[src/rtl/updn_pkg.sv]
package updn_pkg;

   typedef enum logic [1:0] {
      STEP_HOLD = 2'b00,
      STEP_INC  = 2'b01,
      STEP_DEC  = 2'b10
   } step_e;

endpackage

[src/rtl/updn_strobe_sync.sv]
module updn_strobe_sync #(
   parameter int STAGES = 2,
   parameter bit IDLE   = 1'b1
) (
   input  logic clk,
   input  logic rst_n,
   input  logic raw_i,
   output logic lvl_o,
   output logic rise_o
);

   if (STAGES < 2) begin : g_bad_stages
      $error("updn_strobe_sync: STAGES must be at least 2");
   end

   logic [STAGES-1:0] chain_q;
   logic              prev_q;

   always_ff @(posedge clk or negedge rst_n) begin
      if (!rst_n) begin
         chain_q <= {STAGES{IDLE}};
         prev_q  <= IDLE;
      end else begin
         chain_q <= {chain_q[STAGES-2:0], raw_i};
         prev_q  <= chain_q[STAGES-1];
      end
   end

   assign lvl_o  = chain_q[STAGES-1];
   assign rise_o = lvl_o & ~prev_q;


   rise_single_chk: assert property (@(posedge clk) disable iff (!rst_n)
      rise_o |=> !rise_o);

endmodule

[src/rtl/updn_count_core.sv]
module updn_count_core
   import updn_pkg::*;
#(
   parameter int WIDTH = 4
) (
   input  logic             clk,
   input  logic             rst_n,
   input  logic             clr_i,
   input  logic             load_n_i,
   input  logic [WIDTH-1:0] din_i,
   input  logic             up_rise_i,
   input  logic             up_lvl_i,
   input  logic             dn_rise_i,
   input  logic             dn_lvl_i,
   output logic [WIDTH-1:0] cnt_o
);

   localparam logic [WIDTH-1:0] ONE = WIDTH'(1);

   step_e            step;
   logic [WIDTH-1:0] cnt_q;
   logic             inc_ok;
   logic             dec_ok;

   assign inc_ok = up_rise_i & dn_lvl_i;
   assign dec_ok = dn_rise_i & up_lvl_i;

   always_comb begin
      unique case ({dec_ok, inc_ok})
         2'b01:   step = STEP_INC;
         2'b10:   step = STEP_DEC;
         default: step = STEP_HOLD;
      endcase
   end

   always_ff @(posedge clk or negedge rst_n) begin
      if (!rst_n) begin
         cnt_q <= '0;
      end else if (clr_i) begin
         cnt_q <= '0;
      end else if (!load_n_i) begin
         cnt_q <= din_i;
      end else begin
         case (step)
            STEP_INC: cnt_q <= cnt_q + ONE;
            STEP_DEC: cnt_q <= cnt_q - ONE;
            default:  cnt_q <= cnt_q;
         endcase
      end
   end

   assign cnt_o = cnt_q;


   clear_zero_chk: assert property (@(posedge clk) disable iff (!rst_n)
      clr_i |=> (cnt_o == '0));


   load_take_chk: assert property (@(posedge clk) disable iff (!rst_n)
      (!clr_i && !load_n_i) |=> (cnt_o == $past(din_i)));


   inc_step_chk: assert property (@(posedge clk) disable iff (!rst_n)
      (clr_i == 1'b0 && load_n_i && up_rise_i && dn_lvl_i && !dn_rise_i)
      |=> (cnt_o == $past(cnt_o) + ONE));


   dec_step_chk: assert property (@(posedge clk) disable iff (!rst_n)
      (clr_i == 1'b0 && load_n_i && dn_rise_i && up_lvl_i && !up_rise_i)
      |=> (cnt_o == $past(cnt_o) - ONE));


   both_hold_chk: assert property (@(posedge clk) disable iff (!rst_n)
      (!clr_i && load_n_i && up_rise_i && dn_rise_i) |=> $stable(cnt_o));


   no_edge_hold_chk: assert property (@(posedge clk) disable iff (!rst_n)
      (!clr_i && load_n_i && !(up_rise_i && dn_lvl_i) && !(dn_rise_i && up_lvl_i))
      |=> $stable(cnt_o));

endmodule

[src/rtl/updn_cascade_flags.sv]
module updn_cascade_flags #(
   parameter int WIDTH = 4
) (
   input  logic             clk,
   input  logic             rst_n,
   input  logic [WIDTH-1:0] cnt_i,
   input  logic             up_lvl_i,
   input  logic             dn_lvl_i,
   output logic             carry_n_o,
   output logic             borrow_n_o
);

   localparam logic [WIDTH-1:0] TOP_VAL = {WIDTH{1'b1}};

   logic at_top;
   logic at_zero;

   assign at_top     = (cnt_i == TOP_VAL);
   assign at_zero    = (cnt_i == '0);
   assign carry_n_o  = ~(at_top  & ~up_lvl_i);
   assign borrow_n_o = ~(at_zero & ~dn_lvl_i);


   carry_ends_chk: assert property (@(posedge clk) disable iff (!rst_n)
      $rose(carry_n_o) |-> ($rose(up_lvl_i) || !$stable(cnt_i)));


   borrow_ends_chk: assert property (@(posedge clk) disable iff (!rst_n)
      $rose(borrow_n_o) |-> ($rose(dn_lvl_i) || !$stable(cnt_i)));


   flags_excl_chk: assert property (@(posedge clk) disable iff (!rst_n)
      !(carry_n_o == 1'b0 && borrow_n_o == 1'b0));

endmodule

[src/rtl/updn_strobe_counter.sv]
module updn_strobe_counter #(
   parameter int WIDTH       = 4,
   parameter int SYNC_STAGES = 2
) (
   input  logic             clk,
   input  logic             rst_n,
   input  logic             inc_stb,
   input  logic             dec_stb,
   input  logic             load_n,
   input  logic             clr,
   input  logic [WIDTH-1:0] din,
   output logic [WIDTH-1:0] cnt,
   output logic             carry_n,
   output logic             borrow_n
);

   if (WIDTH < 2) begin : g_bad_width
      $error("updn_strobe_counter: WIDTH must be at least 2");
   end

   localparam int N_STB = 2;

   logic [N_STB-1:0] stb_raw;
   logic [N_STB-1:0] stb_lvl;
   logic [N_STB-1:0] stb_rise;

   assign stb_raw = {dec_stb, inc_stb};

   for (genvar g = 0; g < N_STB; g++) begin : g_sync
      updn_strobe_sync #(
         .STAGES (SYNC_STAGES),
         .IDLE   (1'b1)
      ) i_sync (
         .clk    (clk),
         .rst_n  (rst_n),
         .raw_i  (stb_raw[g]),
         .lvl_o  (stb_lvl[g]),
         .rise_o (stb_rise[g])
      );
   end

   updn_count_core #(
      .WIDTH (WIDTH)
   ) i_core (
      .clk       (clk),
      .rst_n     (rst_n),
      .clr_i     (clr),
      .load_n_i  (load_n),
      .din_i     (din),
      .up_rise_i (stb_rise[0]),
      .up_lvl_i  (stb_lvl[0]),
      .dn_rise_i (stb_rise[1]),
      .dn_lvl_i  (stb_lvl[1]),
      .cnt_o     (cnt)
   );

   updn_cascade_flags #(
      .WIDTH (WIDTH)
   ) i_flags (
      .clk        (clk),
      .rst_n      (rst_n),
      .cnt_i      (cnt),
      .up_lvl_i   (stb_lvl[0]),
      .dn_lvl_i   (stb_lvl[1]),
      .carry_n_o  (carry_n),
      .borrow_n_o (borrow_n)
   );


   carry_at_top_chk: assert property (@(posedge clk) disable iff (!rst_n)
      !carry_n |-> (cnt == {WIDTH{1'b1}}));


   borrow_at_zero_chk: assert property (@(posedge clk) disable iff (!rst_n)
      !borrow_n |-> (cnt == '0));

endmodule

[config.mk]
export PLATFORM = sky130hd
export DESIGN_NAME = updn_strobe_counter
export DESIGN_NICKNAME = d
export VERILOG_FILES = /design/src/rtl/updn_pkg.sv /design/src/rtl/updn_strobe_sync.sv /design/src/rtl/updn_count_core.sv /design/src/rtl/updn_cascade_flags.sv /design/src/rtl/updn_strobe_counter.sv
export SDC_FILE = /design/constraint.sdc
export NUM_CORES = 1
export LEC_CHECK = 0
export BUFFER_PORTS_ARGS = -buffer_cell sky130_fd_sc_hd__buf_2
export CAP_MARGIN = 20
export CORE_MARGIN = 2
export CORE_UTILIZATION = 35
export CTS_BUF_LIST = sky130_fd_sc_hd__clkbuf_4
export CTS_CLUSTER_SIZE = 10
export DETAILED_ROUTE_END_ITERATION = 10
export PLACE_DENSITY_LB_ADDON = 0.2
export SLEW_MARGIN = 20
export SYNTH_ARGS = -nofsm -noshare
export SYNTH_HDL_FRONTEND = slang
export SYNTH_HIERARCHICAL = 1
export SYNTH_SLANG_ARGS = --single-unit
[constraint.sdc]
create_clock -name clk -period 2.6 [get_ports clk]
set_input_delay 0.52 -clock clk [delete_from_list [all_inputs] [get_ports clk]]
set_output_delay 0.52 -clock clk [all_outputs]
set_load 0.01 [all_outputs]
==> impl_metrics.csv, run 1 <==
group,metric,value,unit
worst_setup_path,end_kind,"flip-flop",
timing,maxSlewViolCount,0,
layout,nets,82,
clocking,root_buffer,"clkbuf_4",
clocking,cts_tree,"done",
timing,tightest_slew,0.314,ns
timing,period_share,0.903,
layout,layout-drive-gt1-share,0.397,
flow_run,maxCapViolCount,0,
global_route,grt_max_degree,11,
clocking,clkTransAtPathRegs,0.06,ns
logic_synthesis,yosysUniqueCellTypes,25,
power_and_ir_drop,ir_drop,0.000282,V
detailed_routing,drt-total-wl,948,µm
detailed_routing,viasPerCell,5.10,
global_route,antenna_found_initial,0,
logic_synthesis,avgSynthCellArea,10.8,µm²
min_path,hold_class,"in2async",
clocking,cts_resized,0,
run_status,outcome,"finished, final reports clean",
timing,max_freq,426,MHz
layout,postLayoutCellArea,659,µm²
clocking,clockBufferDepth,2,
timing,fin_crit,2.35,ns
timing,layout_setup_ws,0.252,ns
worst_setup_path,reg2reg_depth,9,
worst_setup_path,crit_arrival,2.51,ns
detailed_routing,avgRoutedWirePerCell,11.3,µm
power_and_ir_drop,power_density,523,nW/µm²
worst_setup_path,reg2reg_from,"g_sync[1].i_sync/chain_q[1]",
clocking,post_cts_buffers,0,
worst_setup_path,startpoint_type,"flip-flop",
detailed_routing,remaining_drc_errors,0,
clocking,htree_levels,1,
logic_synthesis,yosysSeqAreaShare,0.476,
timing,rsz0062_at_grt,"no",
layout,fin_util,0.448,
placed_design,dp_slack,0.275,ns
clocking,cts-buffers-inserted,3,
floorplanning,dieArea,1880,µm²
worst_setup_path,reg2reg_to,"i_core/cnt_o[2]",
global_route,track_usage,0.124,
logic_synthesis,synth_area,542,µm²
placed_design,gp_congestion,0.716,
floorplanning,core,1470,µm²
clocking,cts_hold_buf,0,
floorplanning,start_util,0.368,
placed_design,placed_area,633,µm²
timing,max-slew-margin-rel,0.791,
layout,area_growth_syn_to_layout,21.7,%
floorplanning,fp.dieW,43.3,µm
timing,fin_skew,0.00116,ns
layout,antenna_cells,0,
worst_setup_path,critical_path_required,2.76,ns
floorplanning,ios,16,
timing,hold_viol,0,
worst_setup_path,cp_max_fo,5,
logic_synthesis,synth-seq-cells,10,
global_route,overflow,0,
detailed_routing,drt_iter0_drc,14,
logic_synthesis,syn-num-nets,63,
timing,setup_violations,0,
global_route,grt_pass1_wl,1.67,mm
power_and_ir_drop,p_leak,0.299,nW
worst_setup_path,r2r_slack,0.25,ns
detailed_routing,drt.antenna.violating_nets,0,
worst_setup_path,worstSetupPathType,"reg2reg",
floorplanning,std_cell_rows,14,
clocking,clock_latency,0.26,ns
placed_design,io_buffers,15,
floorplanning,die_h,43.3,µm
timing,fin_tns_setup,0,ns
logic_synthesis,synthesis.instances,50,
global_route,grt_pass1_vias,373,
clocking,clock-sinks,10,
logic_synthesis,synth-warning-count,6,
detailed_routing,firstDrtPassIters,4,
detailed_routing,num_vias,428,
==> synth_stat cells <==
library cell	count	area, µm²
nand4_1	2	12.5
o211ai_1	1	7.51
a32oi_1	1	8.76
o21ai_0	1	5.00
and2_1	1	6.26
nor2b_4	2	27.5
mux2i_1	2	20.0
nand3b_1	2	15.0
xnor2_1	1	8.76
or3_1	1	6.26
nor2b_1	2	12.5
a21oi_2	1	8.76
xor2_1	2	17.5
a211oi_1	1	7.51
ha_1	3	37.5
clkbuf_1	1	3.75
a311oi_1	1	8.76
o211a_1	1	10.0
nor2_1	7	26.3
dfstp_2	6	158
a21oi_1	1	5.00
dfrtp_1	4	100
nor3_1	1	5.00
nand4b_1	1	8.76
nand2_1	4	15.0
==> how the worst max path moves through the flow <==
stage,startpoint,slack [ns],endpoint,cells past startpoint
4_1_cts,g_sync[1].i_sync/chain_q[1],0.25,i_core/cnt_o[2],9
2_1_floorplan,g_sync[1].i_sync/chain_q[1],0.44,i_core/cnt_o[2],9
3_3_place_gp,g_sync[1].i_sync/chain_q[1],0.32,i_core/cnt_o[2],9
5_1_grt,g_sync[1].i_sync/chain_q[1],0.09,i_core/cnt_o[2],9
3_5_place_dp,g_sync[1].i_sync/chain_q[1],0.27,i_core/cnt_o[2],9
6_report,g_sync[1].i_sync/chain_q[1],0.25,i_core/cnt_o[2],9
==> sequential cells by signal (all words and copies together), names as in the netlist <==
register,count
g_sync.i_sync/chain_q,4
g_sync.i_sync/prev_q,2
i_core/cnt_o,4
==> kinds of logic (layout without fill, tap and decap cells) <==
kind of cell / count (synthesis) / count (layout) / share of synthesized area
AND/OR/NAND/NOR: 23 / 23 / 0.249
flip-flops: 10 / 10 / 0.476
AO/OA/AOI/OAI: 8 / 8 / 0.113
adder cells (fa/ha/maj): 3 / 3 / 0.0693
XOR/XNOR: 3 / 3 / 0.0485
multiplexers: 2 / 2 / 0.0370
buffers and inverters: 1 / 19 / 0.00692
==> worst max-delay path, cell delays in order, from the launching register on <==
cell	delay [ns]
dfstp_2	0.56
nor2b_4	0.13
and2_1	0.14
ha_1	0.27
xor2_1	0.18
ha_1	0.18
a21oi_2	0.04
xor2_1	0.16
or3_1	0.32
a311oi_1	0.27
==> layout by cell type (no fill, tap or decap) <==
| cell | count |
|---|---|
| a311oi_1 | 1 |
| nand3b_1 | 2 |
| buf_2 | 15 |
| o21ai_0 | 1 |
| a211oi_1 | 1 |
| nand2_1 | 4 |
| a21oi_2 | 1 |
| nor3_1 | 1 |
| xnor2_1 | 1 |
| mux2i_1 | 2 |
| o211a_1 | 1 |
| nand4_1 | 2 |
| clkbuf_4 | 3 |
| xor2_1 | 2 |
| nor2_1 | 7 |
| dfrtp_1 | 4 |
| o211ai_1 | 1 |
| a32oi_1 | 1 |
| nand4b_1 | 1 |
| a21oi_1 | 1 |
| ha_1 | 3 |
| nor2b_1 | 2 |
| or3_1 | 1 |
| dfstp_2 | 6 |
| and2_1 | 1 |
| nor2b_4 | 2 |
| clkinv_1 | 1 |
==> through the flow <==
stage	hold slack, ns	power [W]	std cells
2_1_floorplan	0.224	0.000219	50
3_3_place_gp	0.345	0.000242	80
3_5_place_dp	0.347	0.000243	80
4_1_cts	0.104	0.000351	84
5_1_grt	0.106	0.000371	84
6_report	0.106	0.000345	84
==> area by class of cell <==
cell class	count	area (µm²)
flip-flops and latches	10	258
clock buffers	3	22.5
well taps	16	20.0
repair buffers	15	75.1
multi-input cells	39	280
fillers	152	812
clock inverters	1	3.75
==> layer usage <==
metal | up-vias | GRT usage | part of all wire
met5 | - | 0 | 0
met4 | 0 | 0.0909 | 0.0084
met3 | 2 | 0.0250 | 0.083
met2 | 19 | 0.164 | 0.42
met1 | 189 | 0.177 | 0.49
li1 | 218 | - | -
==> power breakdown <==
| part | internal, W | switching [W] | total (W) |
|---|---|---|---|
| sequential | 0.000169 | 0.0000144 | 0.000184 |
| clock | 0.0000553 | 0.0000486 | 0.000104 |
| combinational | 0.0000287 | 0.0000286 | 0.0000572 |
| total | 0.000253 | 0.0000916 | 0.000345 |
No activity file was read; power rests on OpenSTA's default activity.
==> run 2: changes to the inputs <==
--- a/config.mk
+++ b/config.mk
@@ -5,7 +5,7 @@
 export SDC_FILE = /design/constraint.sdc
 export NUM_CORES = 1
 export LEC_CHECK = 0
-export BUFFER_PORTS_ARGS = -buffer_cell sky130_fd_sc_hd__buf_2
+export BUFFER_PORTS_ARGS = -buffer_cell sky130_fd_sc_hd__buf_4
 export CAP_MARGIN = 20
 export CORE_MARGIN = 2
 export CORE_UTILIZATION = 35
@@ -13,7 +13,6 @@
 export CTS_CLUSTER_SIZE = 10
 export DETAILED_ROUTE_END_ITERATION = 10
 export PLACE_DENSITY_LB_ADDON = 0.2
-export SLEW_MARGIN = 20
 export SYNTH_ARGS = -nofsm -noshare
 export SYNTH_HDL_FRONTEND = slang
 export SYNTH_HIERARCHICAL = 1
==> run 2 against run 1 <==
Effect of this change:
- power is 4.1% higher
- combinational power is 13% higher
- register-to-register slack hardly changed
- wire length is 5.9% higher
- via count is 2.3% higher
- critical endpoint unchanged
- largest cell class unchanged
- largest power group unchanged
==> impl_metrics.csv, run 2 (synthesis results as in run 1) <==
group,metric,value,unit
run_status,outcome,"finished, final reports clean",
layout,postLayoutCellArea,697,µm²
worst_setup_path,end_kind,"flip-flop",
timing,setup_violations,0,
timing,tightest_slew,0.312,ns
layout,layout-drive-gt1-share,0.397,
floorplanning,std_cell_rows,14,
timing,max-slew-margin-rel,0.792,
placed_design,dp_cells,80,
clocking,clock-sinks,10,
clocking,cts-buffers-inserted,3,
detailed_routing,avgRoutedWirePerCell,12.0,µm
placed_design,placed_area,671,µm²
flow_run,maxCapViolCount,0,
timing,maxSlewViolCount,0,
clocking,cts_tree,"done",
worst_setup_path,crit_arrival,2.53,ns
layout,fill_cells,163,
detailed_routing,viasPerCell,5.21,
global_route,antenna_found_initial,0,
clocking,post_cts_buffers,0,
detailed_routing,drt-total-wl,1.00,mm
worst_setup_path,slowest_stage,"dfstp_2",
worst_setup_path,cp_max_fo,5,
detailed_routing,num_vias,438,
clocking,cts_resized,0,
detailed_routing,drt.antenna.violating_nets,0,
worst_setup_path,cp_num_buf_inv,0,
detailed_routing,drt_iter0_drc,5,
global_route,grt.met1_usage,0.178,
global_route,grt_pass1_vias,415,
detailed_routing,firstDrtPassIters,3,
worst_setup_path,worstSetupPathType,"reg2reg",
timing,max_freq,425,MHz
worst_setup_path,critical_path_required,2.78,ns
floorplanning,die_h,43.3,µm
placed_design,io_buffers,15,
timing,fin_skew,0.00336,ns
clocking,root_buffer,"clkbuf_4",
clocking,cts_hold_buf,0,
power_and_ir_drop,p_leak,0.312,nW
placed_design,gp_congestion,0.712,
global_route,met3_usage,0.0375,
power_and_ir_drop,power_density,515,nW/µm²
worst_setup_path,slowest_delay,0.56,ns
layout,final_common_cell,"buf_4",
layout,final_cells,84,
floorplanning,ios,16,
layout,antenna_cells,0,
global_route,grt_max_degree,11,
power_and_ir_drop,ir_drop,0.000268,V
detailed_routing,remaining_drc_errors,0,
global_route,track_usage,0.137,
min_path,hold_class,"in2async",
global_route,use_met2,0.200,
layout,layout_common_cells,"buf_4 (15), nor2_1 (7), dfstp_2 (6), nand2_1 (4), dfrtp_1 (4)",
timing,fin_tns_setup,0,ns
floorplanning,dieArea,1880,µm²
clocking,clockBufferDepth,2,
placed_design,place_hpwl,744,µm
timing,fin_crit,2.35,ns
layout,multi_input_area,280,µm²
worst_setup_path,startpoint_type,"flip-flop",
clocking,clock_latency,0.27,ns
timing,rsz0062_at_grt,"no",
floorplanning,fp.dieW,43.3,µm
floorplanning,core,1470,µm²
layout,fin_util,0.474,
global_route,overflow,0,
clocking,htree_levels,1,
layout,nets,82,
global_route,grt_pass1_wl,1.84,mm
worst_setup_path,crit_chain,"nor2b_4 > and2_1 > ha_1 > xor2_1 > ha_1 > a21oi_2 > xor2_1 > or3_1 > a311oi_1",
timing,period_share,0.904,
clocking,clkTransAtPathRegs,0.07,ns
layout,seqCellArea,258,µm²
timing,hold_viol,0,
worst_setup_path,path_delay_family,"simple AND/OR/NAND/NOR gates",
global_route,top_usage_layer,"met2",
floorplanning,start_util,0.368,
layout,area_growth_syn_to_layout,28.6,%
[run 2: cell count changes in the layout (fill, tap and decap cells not counted)]
cell / previous run / this run
buf_2: 15 / 0
buf_4: 0 / 15
[run 2: per-layer routing]
metal / routed length, µm / share of wire
met1: 472 / 0.47
met2: 432 / 0.43
met3: 75 / 0.075
met4: 23 / 0.023
met5: 0 / 0
[run 2: worst paths after layout]
check,startpoint,to,slack (ns),cells after the start
worst max-delay path,g_sync[1].i_sync/chain_q[1],i_core/cnt_o[2],0.25,9
min in group clk,dec_stb,g_sync[1].i_sync/chain_q[0],0.36,1
max in group asynchronous,rst_n,g_sync[1].i_sync/chain_q[1],2.31,1
worst min-delay path,rst_n,i_core/cnt_o[2],0.06,1
worst max register to register,g_sync[1].i_sync/chain_q[1],i_core/cnt_o[2],0.25,9
worst min register to register,g_sync[0].i_sync/chain_q[0],g_sync[0].i_sync/chain_q[1],0.36,0
[run 2: per-stage QoR]
stage	power [W]	hold WS, ns	setup WS (ns)
global placement	0.000250	0.346	0.344
CTS	0.000366	0.0597	0.254
global route	0.000385	0.0570	0.102
detailed placement	0.000251	0.348	0.301
finish	0.000359	0.0648	0.249
floorplan	0.000219	0.224	0.444
[run 2: where the power goes]
part	internal [W]	leakage [nW]	switching, W
clock	0.0000556	0.0154	0.0000553
sequential	0.000169	0.115	0.0000143
combinational	0.0000359	0.181	0.0000286
[run 2: cell type report]
class / count / area share
multi-input cells: 39 / 0.402
flip-flops and latches: 10 / 0.370
repair buffers: 15 / 0.162
clock buffers: 3 / 0.0323
well taps: 16 / 0.0287
clock inverters: 1 / 0.00539
==> run 3: changes to the inputs <==
--- a/config.mk
+++ b/config.mk
@@ -5,6 +5,7 @@
 export SDC_FILE = /design/constraint.sdc
 export NUM_CORES = 1
 export LEC_CHECK = 0
+export ABC_AREA = 1
 export BUFFER_PORTS_ARGS = -buffer_cell sky130_fd_sc_hd__buf_4
 export CAP_MARGIN = 20
 export CORE_MARGIN = 2
@@ -12,7 +13,6 @@
 export CTS_BUF_LIST = sky130_fd_sc_hd__clkbuf_4
 export CTS_CLUSTER_SIZE = 10
 export DETAILED_ROUTE_END_ITERATION = 10
-export PLACE_DENSITY_LB_ADDON = 0.2
 export SYNTH_ARGS = -nofsm -noshare
 export SYNTH_HDL_FRONTEND = slang
 export SYNTH_HIERARCHICAL = 1
==> run 3 against run 2 <==
Effect of this change:
- critical path type unchanged
- hold slack is essentially flat
- synthesized cell count increased by 48%
- clock power rose by 8%
- sequential share of layout area is 2.2 points lower
- final area grew 6.5%
- count of clock-buffer cells in the layout grew 1
- worst setup slack better by 0.36 ns
- cell count rose by 30%
- combinational power up 20%
- flip-flop and latch count is the same
- highest routed layer is now met3
==> impl_metrics.csv, run 3 <==
group,metric,value,unit
global_route,grt_max_degree,11,
detailed_routing,remaining_drc_errors,0,
floorplanning,die_h,44.7,µm
detailed_routing,drt.antenna.violating_nets,0,
worst_setup_path,startpoint_type,"flip-flop",
min_path,hold_class,"in2async",
flow_run,maxCapViolCount,0,
timing,fin_crit,1.99,ns
placed_design,place_hpwl,783,µm
global_route,grt_pass1_wl,1.62,mm
worst_setup_path,critical_path_required,2.76,ns
floorplanning,ios,16,
logic_synthesis,avgSynthCellArea,7.83,µm²
logic_synthesis,yosysUniqueCellTypes,18,
clocking,clockBufferDepth,2,
power_and_ir_drop,switching_share,0.273,
worst_setup_path,end_kind,"flip-flop",
clocking,root_buffer,"clkbuf_4",
worst_setup_path,reg2reg_from,"g_sync[1].i_sync/chain_q[1]",
layout,fill_cells,157,
layout,multi_input_area,277,µm²
clocking,clock-sinks,10,
worst_setup_path,reg2reg_depth,15,
detailed_routing,firstDrtPassIters,4,
run_status,outcome,"finished, final reports clean",
clocking,cts_hold_buf,0,
clocking,clkTransAtPathRegs,0.07,ns
detailed_routing,avgRoutedWirePerCell,9.24,µm
timing,fin_skew,0.0134,ns
placed_design,io_buffers,15,
worst_setup_path,r2r_slack,0.61,ns
power_and_ir_drop,power_density,514,nW/µm²
global_route,overflow,0,
layout,layout_common_cells,"nand2_1 (21), buf_4 (15), nor2_1 (11), inv_1 (10), dfstp_2 (6)",
layout,area_growth_syn_to_layout,28.1,%
power_and_ir_drop,ir_drop,0.000293,V
layout,layout-drive-gt1-share,0.376,
timing,tightest_slew,0.272,ns
floorplanning,fp.dieW,44.7,µm
clocking,htree_levels,1,
logic_synthesis,synth_area,579,µm²
logic_synthesis,synth_area_leaders,"dfstp_2 (27%), dfrtp_1 (17%), nand2_1 (14%)",
placed_design,gp_congestion,0.765,
floorplanning,core,1520,µm²
clocking,cts_tree,"done",
clocking,post_cts_buffers,0,
timing,hold_viol,0,
power_and_ir_drop,power_frac_comb,0.203,
layout,nets,107,
power_and_ir_drop,p_total,0.000382,W
detailed_routing,drt_iter0_drc,7,
logic_synthesis,async_flop_share,1.00,
detailed_routing,viasPerCell,4.57,
timing,maxSlewViolCount,0,
timing,max-slew-margin-rel,0.819,
global_route,antenna_found_initial,0,
logic_synthesis,yosysSeqAreaShare,0.445,
logic_synthesis,yosys-top-cells-count,"nand2_1 (21), nor2_1 (11), inv_1 (10), dfstp_2 (6), dfrtp_1 (4)",
floorplanning,std_cell_rows,14,
clocking,cts_resized,0,
layout,seqCellArea,258,µm²
clocking,clock_latency,0.26,ns
timing,period_share,0.765,
logic_synthesis,synth-warning-count,6,
worst_setup_path,cp_max_fo,5,
logic_synthesis,yosysTopAreaCell,"dfstp_2",
logic_synthesis,synth-seq-cells,10,
floorplanning,start_util,0.380,
logic_synthesis,synth_most_common_cell,"nand2_1",
detailed_routing,num_vias,498,
worst_setup_path,reg2reg_to,"i_core/cnt_o[2]",
logic_synthesis,synthesis.instances,74,
timing,fin_tns_setup,0,ns
timing,rsz0062_at_grt,"no",
power_and_ir_drop,power.share.clock,0.314,
detailed_routing,drt-total-wl,1.01,mm
timing,max_freq,503,MHz
power_and_ir_drop,switching_power,0.000104,W
power_and_ir_drop,seqPwrFrac,0.482,
logic_synthesis,synthFlopType,"dfstp_2",
global_route,grt_pass1_vias,399,
worst_setup_path,worstSetupPathType,"reg2reg",
logic_synthesis,synth_edf_count,0,
global_route,track_usage,0.116,
layout,final_common_cell,"nand2_1",
clocking,cts-buffers-inserted,3,
floorplanning,dieArea,2000,µm²
power_and_ir_drop,p_int,0.000277,W
timing,setup_violations,0,
layout,antenna_cells,0,
logic_synthesis,yosysTopAreaCellShare,0.272,
logic_synthesis,syn-num-nets,87,
power_and_ir_drop,p_leak,0.399,nW
worst_setup_path,crit_arrival,2.15,ns
run 3: how the worst max path moves through the flow:
stage	from	endpoint	slack (ns)
6_report	g_sync[1].i_sync/chain_q[1]	i_core/cnt_o[2]	0.61
5_1_grt	g_sync[1].i_sync/chain_q[1]	i_core/cnt_o[2]	0.44
4_1_cts	g_sync[1].i_sync/chain_q[1]	i_core/cnt_o[2]	0.61
3_5_place_dp	g_sync[1].i_sync/chain_q[1]	i_core/cnt_o[2]	0.61
3_3_place_gp	g_sync[1].i_sync/chain_q[1]	i_core/cnt_o[2]	0.65
2_1_floorplan	g_sync[1].i_sync/chain_q[1]	i_core/cnt_o[2]	0.75
run 3: critical path, stage by stage, from the launching register on:
cell,delay (ns)
dfstp_2,0.55
inv_1,0.05
nor2_2,0.07
nand2_1,0.06
inv_1,0.07
ha_1,0.25
nand2_1,0.09
inv_2,0.09
nor2_4,0.04
ha_1,0.17
a21oi_1,0.15
nor2_1,0.07
nor2_1,0.08
nand2_1,0.05
nand2_1,0.06
nand2_1,0.05
run 3: per-stage QoR:
step	setup WS [ns]	cells	hold slack, ns	utilization	area, µm²
after floorplan	0.747	74	0.224	-	579
after global placement	0.646	105	0.346	0.467	712
after detailed placement	0.608	105	0.347	0.467	712
after CTS	0.612	109	0.0603	0.487	742
after global routing	0.439	109	0.0632	0.487	742
final	0.612	109	0.0646	0.487	742
run 3: power by group through the flow:
stage           logic, W  clock network (W)  registers (W)
3_5_place_dp   0.0000778                  0       0.000186
4_1_cts        0.0000781           0.000123       0.000184
5_1_grt        0.0000873           0.000131       0.000187
3_3_place_gp   0.0000774                  0       0.000187
6_report       0.0000775           0.000120       0.000184
2_1_floorplan  0.0000428                  0       0.000186
run 3: area by class of cell:
class                   instances  area share
clock buffers                   4      0.0405
inverters                      12      0.0607
multi-input cells              52       0.373
flip-flops and latches         10       0.347
well taps                      16      0.0270
repair buffers                 15       0.152
run 3: logic make-up after synthesis:
family	after synthesis	share of synthesized area
compound gates	6	0.0669
xor+xnor	1	0.0151
fa+ha+maj	3	0.0648
buf+inv	12	0.0778
flops	10	0.445
simple gates	42	0.330
run 3: routing by layer:
metal | GRT usage | wire length [µm] | vias to the layer above
met3 | 0.0245 | 66 | 0
met4 | 0.0909 | 0 | 0
met2 | 0.168 | 469 | 16
li1 | - | - | 265
met5 | 0 | 0 | -
met1 | 0.149 | 471 | 217
